===== config.mk =====
export PLATFORM = sky130hd
export DESIGN_NAME = irq_route_hub
export DESIGN_NICKNAME = d
export VERILOG_FILES = /design/src/rtl/irq_route_pkg.sv /design/src/rtl/irq_raw_capture.sv /design/src/rtl/irq_mask_bank.sv /design/src/rtl/irq_csr_port.sv /design/src/rtl/irq_route_hub.sv
export SDC_FILE = /design/constraint.sdc
export NUM_CORES = 1
export LEC_CHECK = 0
export ABC_AREA = 1
export CAP_MARGIN = 30
export CORE_ASPECT_RATIO = 1.75
export CORE_MARGIN = 1.5
export CORE_UTILIZATION = 24
export DETAILED_ROUTE_END_ITERATION = 8
export GPL_TIMING_DRIVEN = 0
export PLACE_DENSITY = 0.43
export REMOVE_ABC_BUFFERS = 1
export SETUP_SLACK_MARGIN = 0.2
export SLEW_MARGIN = 0
export SYNTH_ARGS = -nofsm -noshare
export SYNTH_HDL_FRONTEND = slang
export SYNTH_SLANG_ARGS = --single-unit

===== constraint.sdc =====
create_clock -name clk -period 2.3 [get_ports clk]
set_input_delay 0.46 -clock clk [delete_from_list [all_inputs] [get_ports clk]]
set_output_delay 0.46 -clock clk [all_outputs]
set_load 0.01 [all_outputs]

===== src/rtl/irq_route_pkg.sv =====
package irq_route_pkg;

    localparam int LINE_W     = 64;
    localparam int HALF_W     = 32;
    localparam int N_CPU      = 4;
    localparam int ADDR_W     = 12;
    localparam int CPU_IDX_W  = $clog2(N_CPU);

    typedef enum logic [2:0] {
        RG_RAW,
        RG_MASK,
        RG_VIEW,
        RG_ZERO,
        RG_BAD
    } reg_kind_e;

    typedef struct packed {
        reg_kind_e              kind;
        logic [CPU_IDX_W-1:0]   cpu;
    } reg_sel_t;

    typedef enum logic {
        ST_IDLE,
        ST_RESP
    } port_state_e;

    // Offset decode on an address whose half-select bit is already cleared.
    // Registers sit on 0x40 boundaries; slot = offset / 0x40.
    function automatic reg_sel_t decode_offset(input logic [ADDR_W-1:0] a);
        reg_sel_t   r;
        logic [5:0] slot;
        slot   = a[11:6];
        r.cpu  = {slot[4], slot[0]};
        r.kind = RG_BAD;
        if (a[5:0] == 6'd0) begin
            if (slot inside {6'd8, 6'd9, 6'd24, 6'd25})
                r.kind = RG_MASK;
            else if (slot inside {6'd10, 6'd11, 6'd26, 6'd27})
                r.kind = RG_VIEW;
            else if (slot == 6'd12)
                r.kind = RG_RAW;
            else if (slot inside {[6'd0:6'd7], [6'd13:6'd19], 6'd22, 6'd23,
                                  [6'd28:6'd30], [6'd48:6'd51]})
                r.kind = RG_ZERO;
        end
        return r;
    endfunction

endpackage


===== src/rtl/irq_raw_capture.sv =====
module irq_raw_capture
    import irq_route_pkg::*;
#(
    parameter int W          = LINE_W,
    parameter int LEGACY_BIT = 55
) (
    input  logic         clk,
    input  logic         rst_n,
    input  logic [W-1:0] lines_i,
    input  logic         legacy_i,
    output logic [W-1:0] raw_o
);

    logic [W-1:0] merged;
    logic [W-1:0] raw_q;

    // The legacy request shares its bit with the device line there.
    for (genvar b = 0; b < W; b++) begin : g_merge
        if (b == LEGACY_BIT) begin : g_leg
            assign merged[b] = lines_i[b] | legacy_i;
        end else begin : g_dev
            assign merged[b] = lines_i[b];
        end
    end

    always_ff @(posedge clk) begin
        if (!rst_n) raw_q <= '0;
        else        raw_q <= merged;
    end

    assign raw_o = raw_q;

    AST_RAW_TRACKS_LINES: assert property (@(posedge clk) disable iff (!rst_n)
        $past(rst_n) |-> (raw_o == $past(merged)));

endmodule


===== src/rtl/irq_mask_bank.sv =====
module irq_mask_bank
    import irq_route_pkg::*;
#(
    parameter int W    = LINE_W,
    parameter int NCPU = N_CPU
) (
    input  logic                      clk,
    input  logic                      rst_n,
    input  logic [W-1:0]              raw_i,
    input  logic [NCPU-1:0]           wr_en_i,
    input  logic [W-1:0]              wr_data_i,
    output logic [NCPU-1:0][W-1:0]    mask_o,
    output logic [NCPU-1:0]           irq_o
);

    for (genvar c = 0; c < NCPU; c++) begin : g_cpu
        logic [W-1:0] mask_q;

        always_ff @(posedge clk) begin
            if (!rst_n)          mask_q <= '0;
            else if (wr_en_i[c]) mask_q <= wr_data_i;
        end

        assign mask_o[c] = mask_q;
        assign irq_o[c]  = |(mask_q & raw_i);

        AST_ZERO_MASK_SILENCES: assert property (@(posedge clk) disable iff (!rst_n)
            (wr_en_i[c] && (wr_data_i == '0)) |=> !irq_o[c]);

        AST_IRQ_NEEDS_RAW: assert property (@(posedge clk) disable iff (!rst_n)
            irq_o[c] |-> (raw_i != '0));
    end

    AST_ONE_MASK_PER_WRITE: assert property (@(posedge clk) disable iff (!rst_n)
        $onehot0(wr_en_i));

endmodule


===== src/rtl/irq_csr_port.sv =====
module irq_csr_port
    import irq_route_pkg::*;
#(
    parameter int W    = LINE_W,
    parameter int H    = HALF_W,
    parameter int AW   = ADDR_W,
    parameter int NCPU = N_CPU
) (
    input  logic                    clk,
    input  logic                    rst_n,
    input  logic                    valid_i,
    input  logic                    write_i,
    input  logic [AW-1:0]           addr_i,
    input  logic [H-1:0]            wdata_i,
    input  logic [W-1:0]            raw_i,
    input  logic [NCPU-1:0][W-1:0]  mask_i,
    output logic [NCPU-1:0]         mask_wr_o,
    output logic [W-1:0]            mask_wdata_o,
    output logic                    rvalid_o,
    output logic [H-1:0]            rdata_o,
    output logic                    err_o
);

    localparam logic [AW-1:0] HALF_SEL = AW'(4);

    port_state_e state_q, state_d;
    logic [H-1:0] latch_q, latch_d;
    logic [H-1:0] rdata_q, rdata_d;
    logic         err_q, err_d;

    reg_sel_t     sel;
    logic [W-1:0] full_val;
    logic         hi_half;

    assign hi_half = addr_i[2];
    assign sel     = decode_offset(addr_i & ~HALF_SEL);

    always_comb begin
        unique case (sel.kind)
            RG_RAW:  full_val = raw_i;
            RG_MASK: full_val = mask_i[sel.cpu];
            RG_VIEW: full_val = mask_i[sel.cpu] & raw_i;
            default: full_val = '0;
        endcase
    end

    // State register: ACCEPT / CHAIN to ST_RESP, DRAIN back to ST_IDLE.
    always_comb begin
        unique case (state_q)
            ST_IDLE: state_d = valid_i ? ST_RESP : ST_IDLE;
            ST_RESP: state_d = valid_i ? ST_RESP : ST_IDLE;
            default: state_d = ST_IDLE;
        endcase
    end

    always_ff @(posedge clk) begin
        if (!rst_n) state_q <= ST_IDLE;
        else        state_q <= state_d;
    end

    // Request handling: latch staging, commits, response data.
    always_comb begin
        latch_d      = latch_q;
        rdata_d      = '0;
        err_d        = 1'b0;
        mask_wr_o    = '0;
        mask_wdata_o = {wdata_i, latch_q};
        if (valid_i) begin
            if (write_i) begin
                if (!hi_half) begin
                    latch_d = wdata_i;
                end else if (sel.kind == RG_MASK) begin
                    mask_wr_o[sel.cpu] = 1'b1;
                end else if (sel.kind == RG_BAD) begin
                    err_d = 1'b1;
                end
            end else begin
                if (hi_half) begin
                    rdata_d = latch_q;
                end else if (sel.kind == RG_BAD) begin
                    rdata_d = '1;
                    err_d   = 1'b1;
                end else begin
                    rdata_d = full_val[H-1:0];
                    latch_d = full_val[W-1:H];
                end
            end
        end
    end

    always_ff @(posedge clk) begin
        if (!rst_n) begin
            latch_q <= '0;
            rdata_q <= '0;
            err_q   <= 1'b0;
        end else begin
            latch_q <= latch_d;
            rdata_q <= rdata_d;
            err_q   <= err_d;
        end
    end

    // Output process.
    always_comb begin
        rvalid_o = 1'b0;
        rdata_o  = '0;
        err_o    = 1'b0;
        unique case (state_q)
            ST_RESP: begin
                rvalid_o = 1'b1;
                rdata_o  = rdata_q;
                err_o    = err_q;
            end
            default: ;
        endcase
    end

    AST_RESP_FOLLOWS_REQ: assert property (@(posedge clk) disable iff (!rst_n)
        valid_i |=> rvalid_o);

    AST_NO_SPURIOUS_RESP: assert property (@(posedge clk) disable iff (!rst_n)
        !valid_i |=> !rvalid_o);

    AST_LOW_WRITE_NO_COMMIT: assert property (@(posedge clk) disable iff (!rst_n)
        (valid_i && write_i && !hi_half) |=> $stable(mask_i));

    AST_HI_READ_GIVES_LATCH: assert property (@(posedge clk) disable iff (!rst_n)
        (valid_i && !write_i && hi_half) |=> (rdata_o == $past(latch_q)));

    AST_WRITE_RDATA_ZERO: assert property (@(posedge clk) disable iff (!rst_n)
        (valid_i && write_i) |=> (rdata_o == '0));

endmodule


===== src/rtl/irq_route_hub.sv =====
module irq_route_hub
    import irq_route_pkg::*;
#(
    parameter int LEGACY_BIT = 55
) (
    input  logic                clk,
    input  logic                rst_n,
    input  logic [LINE_W-1:0]   dev_irq,
    input  logic                legacy_irq,
    input  logic                csr_valid,
    input  logic                csr_write,
    input  logic [ADDR_W-1:0]   csr_addr,
    input  logic [HALF_W-1:0]   csr_wdata,
    output logic                csr_rvalid,
    output logic [HALF_W-1:0]   csr_rdata,
    output logic                csr_err,
    output logic [N_CPU-1:0]    cpu_irq
);

    logic [LINE_W-1:0]             raw;
    logic [N_CPU-1:0][LINE_W-1:0]  masks;
    logic [N_CPU-1:0]              mask_wr;
    logic [LINE_W-1:0]             mask_wdata;

    irq_raw_capture #(.W(LINE_W), .LEGACY_BIT(LEGACY_BIT)) u_raw (
        .clk      (clk),
        .rst_n    (rst_n),
        .lines_i  (dev_irq),
        .legacy_i (legacy_irq),
        .raw_o    (raw)
    );

    irq_mask_bank #(.W(LINE_W), .NCPU(N_CPU)) u_masks (
        .clk       (clk),
        .rst_n     (rst_n),
        .raw_i     (raw),
        .wr_en_i   (mask_wr),
        .wr_data_i (mask_wdata),
        .mask_o    (masks),
        .irq_o     (cpu_irq)
    );

    irq_csr_port #(.W(LINE_W), .H(HALF_W), .AW(ADDR_W), .NCPU(N_CPU)) u_port (
        .clk          (clk),
        .rst_n        (rst_n),
        .valid_i      (csr_valid),
        .write_i      (csr_write),
        .addr_i       (csr_addr),
        .wdata_i      (csr_wdata),
        .raw_i        (raw),
        .mask_i       (masks),
        .mask_wr_o    (mask_wr),
        .mask_wdata_o (mask_wdata),
        .rvalid_o     (csr_rvalid),
        .rdata_o      (csr_rdata),
        .err_o        (csr_err)
    );

    AST_LEGACY_SETS_BIT: assert property (@(posedge clk) disable iff (!rst_n)
        legacy_irq |=> raw[LEGACY_BIT]);

    AST_RAW_WRITE_IGNORED: assert property (@(posedge clk) disable iff (!rst_n)
        (csr_valid && csr_write && ((csr_addr & ~ADDR_W'(4)) == ADDR_W'(12'h300)))
            |=> $stable(masks));

    AST_ERR_ONLY_IN_RESP: assert property (@(posedge clk) disable iff (!rst_n)
        csr_err |-> csr_rvalid);

endmodule


==> impl_metrics.env <==
export IMPL_tritoncts="yes"
export IMPL_largest_voltage_drop_on_the_vdd_net_v=0.000409
export IMPL_worstPathArrival_ps=2150
export IMPL_clk_latency_ps=570
export IMPL_hp_start="rst_n"
export IMPL_timing_critical_path_from="u_raw.raw_o[9]"
export IMPL_timing_final_hold_violations=0
export IMPL_drt_iter0_drc=1126
export IMPL_synth_sequential_area_ratio_pct=39.4
export IMPL_area_delta_synth_final_pct=26.5
export IMPL_route_detailed_vias_per_inst=4.69
export IMPL_route_vias_total=18700
export IMPL_initial_core_util_pct=24.2
export IMPL_report_final_slew_viol_count=0
export IMPL_clock_path_buffers=3
export IMPL_pin_count_of_the_biggest_net_entering_global_routing=78
export IMPL_area_used_by_multi_input_combinational_logic_sq_mm=0.00978
export IMPL_antenna_found_initial=2
export IMPL_numCtsBuffers=42
export IMPL_yosysTopAreaCellShare_pct=39.4
export IMPL_ys_warn_count=0
export IMPL_finalWirelength_mm=80.4
export IMPL_timing_hold_worst_class="input port to flip-flop"
export IMPL_synth_distinct_cells=35
export IMPL_final_nets=3027
export IMPL_post_route_cell_area_sq_mm=0.0248
export IMPL_design_die_area_sq_mm=0.0836
export IMPL_post_layout_total_power_uw=15300
export IMPL_max_clk_rate_mhz=383
export IMPL_gr_usage_all_layers_pct=19.1
export IMPL_rsz0062_at_grt="yes"
export IMPL_dr_pass1_iters=5
export IMPL_crit_reg2reg_launch="u_masks.g_cpu[0].mask_q[2]"
export IMPL_syn_std_cell_area_sq_mm=0.0196
export IMPL_place_detailed_instances=3880
export IMPL_yosys_top_cells_area="sky130_fd_sc_hd__dfxtp_1, sky130_fd_sc_hd__nand2_1, sky130_fd_sc_hd__inv_1, sky130_fd_sc_hd__a211oi_2, sky130_fd_sc_hd__nor2_1"
export IMPL_design_portCount=151
export IMPL_die_height_um=381
export IMPL_p_per_area_mw_per_mm2=615
export IMPL_synthesis_area_per_instance_sq_um=6.95
export IMPL_path_clk_slew_ps=60
export IMPL_grt_pass1_vias=18800
export IMPL_place_port_buffers=150
export IMPL_clkSinkCount=386
export IMPL_layout_setup_ws_ps=-313
export IMPL_timing_clock_skew_ps=14.8
export IMPL_final_cell_mix="sky130_fd_sc_hd__nand2_1, sky130_fd_sc_hd__inv_1, sky130_fd_sc_hd__dfxtp_1"
export IMPL_required_ps=1840
export IMPL_final_layout_worst_hold_slack_ps=250
export IMPL_place_gp_congestion=0.787
export IMPL_worstPathMaxFanout=4
export IMPL_worst_slew_pin_transition_ps=836
export IMPL_num_antenna_cells=0
export IMPL_placement_cell_area_sq_mm=0.0224
export IMPL_die_w_um=219
export IMPL_relSlewSlack_pct=44.2
export IMPL_drv_cap=0
export IMPL_drc=0
export IMPL_grt_overflow_total=0
export IMPL_post_dp_hpwl_mm=50.3
export IMPL_cts_max_level=2
export IMPL_holdBufCountCts=0
export IMPL_post_layout_utilization_of_the_core_pct=30.7
export IMPL_yosysTopAreaCell="sky130_fd_sc_hd__dfxtp_1"
export IMPL_setup_violations=4
export IMPL_final_period_minus_worst_setup_slack_ps=2610
export IMPL_postSynthRegisterBits=386
export IMPL_fp_row_count=138
export IMPL_cts_root_buffer="sky130_fd_sc_hd__clkbuf_16"
export IMPL_critPathLaunchType="flip-flop"
export IMPL_grt_pass1_wl_mm=120
export IMPL_power_leakage_uw=0.0106
export IMPL_final_fill_count=8681
export IMPL_outcome="complete, but fails checks"
export IMPL_register_area_sq_mm=0.00776
export IMPL_timing_critical_path_to_type="primary output"
export IMPL_crit_path_category="flip-flop to primary output"
export IMPL_layout_commonest_cell="sky130_fd_sc_hd__nand2_1"
export IMPL_fraction_of_final_layout_cells_sized_beyond_drive_strength_1_pct=12.4
export IMPL_synthesized_instance_count=2825
export IMPL_ant_nets=0
export IMPL_detail_routed_net_length_per_standard_cell_um=20.1
export IMPL_design_core_area_sq_mm=0.0810
export IMPL_layoutNonFillerInstCount=3995
export IMPL_layout_worst_path_cycle_share_pct=114
export IMPL_violations="negative setup slack"
[power by group]
part	leakage, uW	internal (uW)	switching (uW)
registers	0.00314	6790	153
clock network	0.000713	4230	3020
logic	0.00678	376	694
[synthesized netlist by cell type, drive strengths merged]
cell type	n
nand2	632
inv	484
dfxtp	386
nor2	352
a211oi	256
nand3	165
buf	107
a21oi	84
o21ai	81
clkbuf	69
o22ai	61
a22oi	41
nand4	34
o21bai	32
nor3	23
o2111ai	7
nor4	5
clkinv	2
a221oi	1
a22o	1
and3	1
o221ai	1
[sequential cells by signal (all words and copies together), names as in the netlist]
| name | flops |
|---|---|
| u_port.latch_q | 32 |
| u_port.rdata_q | 32 |
| u_port.state_q | 1 |
| u_raw.raw_o | 64 |
| u_masks.g_cpu.mask_q | 256 |
| u_port.err_q | 1 |
[worst paths after layout]
kind	to	slack, ps	depth (start not counted)
max reg2reg	u_port.rdata_q[2]	980	6
min	u_raw.raw_o[43]	250	3
max	cpu_irq[1]	-310	7
min reg2reg	u_masks.g_cpu[0].mask_q[58]	470	2
[final cells by class]
| cell class | instances | share of cell area [%] |
|---|---|---|
| tap | 1050 | 5.29 |
| multi-input combinational | 1785 | 39.4 |
| clock buffer | 67 | 5.43 |
| inverter | 486 | 7.56 |
| clock inverter | 8 | 0.388 |
| timing repair buffer | 213 | 10.7 |
| sequential | 386 | 31.2 |
[metrics by stage]
stage	setup TNS (ps)	setup WS [ps]
global route	-1270	-353
CTS	-1270	-351
finish	-1060	-313
floorplan	-1162480	-4460
global placement	-4252010	-14260
detailed placement	-380950	-1740
[kinds of logic (layout without fill, tap and decap cells)]
family                 after synthesis  count (layout)  synth area share [%]
buffers and inverters              662             774                  13.5
and+or+nand+nor                   1212            1220                  25.0
DFF                                386             386                  39.4
AOI/OAI and AO/OA                  565             565                  22.1
[repair_timing]
| action | 4_1_cts | 5_1_grt |
|---|---|---|
| endpoints found under the setup margin | 358 | 206 |
| gates resized for setup | 180 | 41 |
| gates cloned | 16 | 0 |
| buffers inserted | 21 | 3 |
| pin swaps | 39 | 20 |
[layer usage]
layer	GRT usage, %	wire length, um
met4	6.89	2810
met1	22.7	33500
met5	0	11
met3	1.97	3060
met2	35.1	41000
[worst max-delay path, stage by stage (launching register included)]
cell and delay, ps:
sky130_fd_sc_hd__dfxtp_1 330, sky130_fd_sc_hd__nand2_1 110, sky130_fd_sc_hd__nand4_1 250, sky130_fd_sc_hd__nor3_2 330, sky130_fd_sc_hd__nand3_1 150, sky130_fd_sc_hd__nor2_4 140
sky130_fd_sc_hd__nand2_2 120, sky130_fd_sc_hd__buf_6 140
No activity file was read; power rests on OpenSTA's default activity.
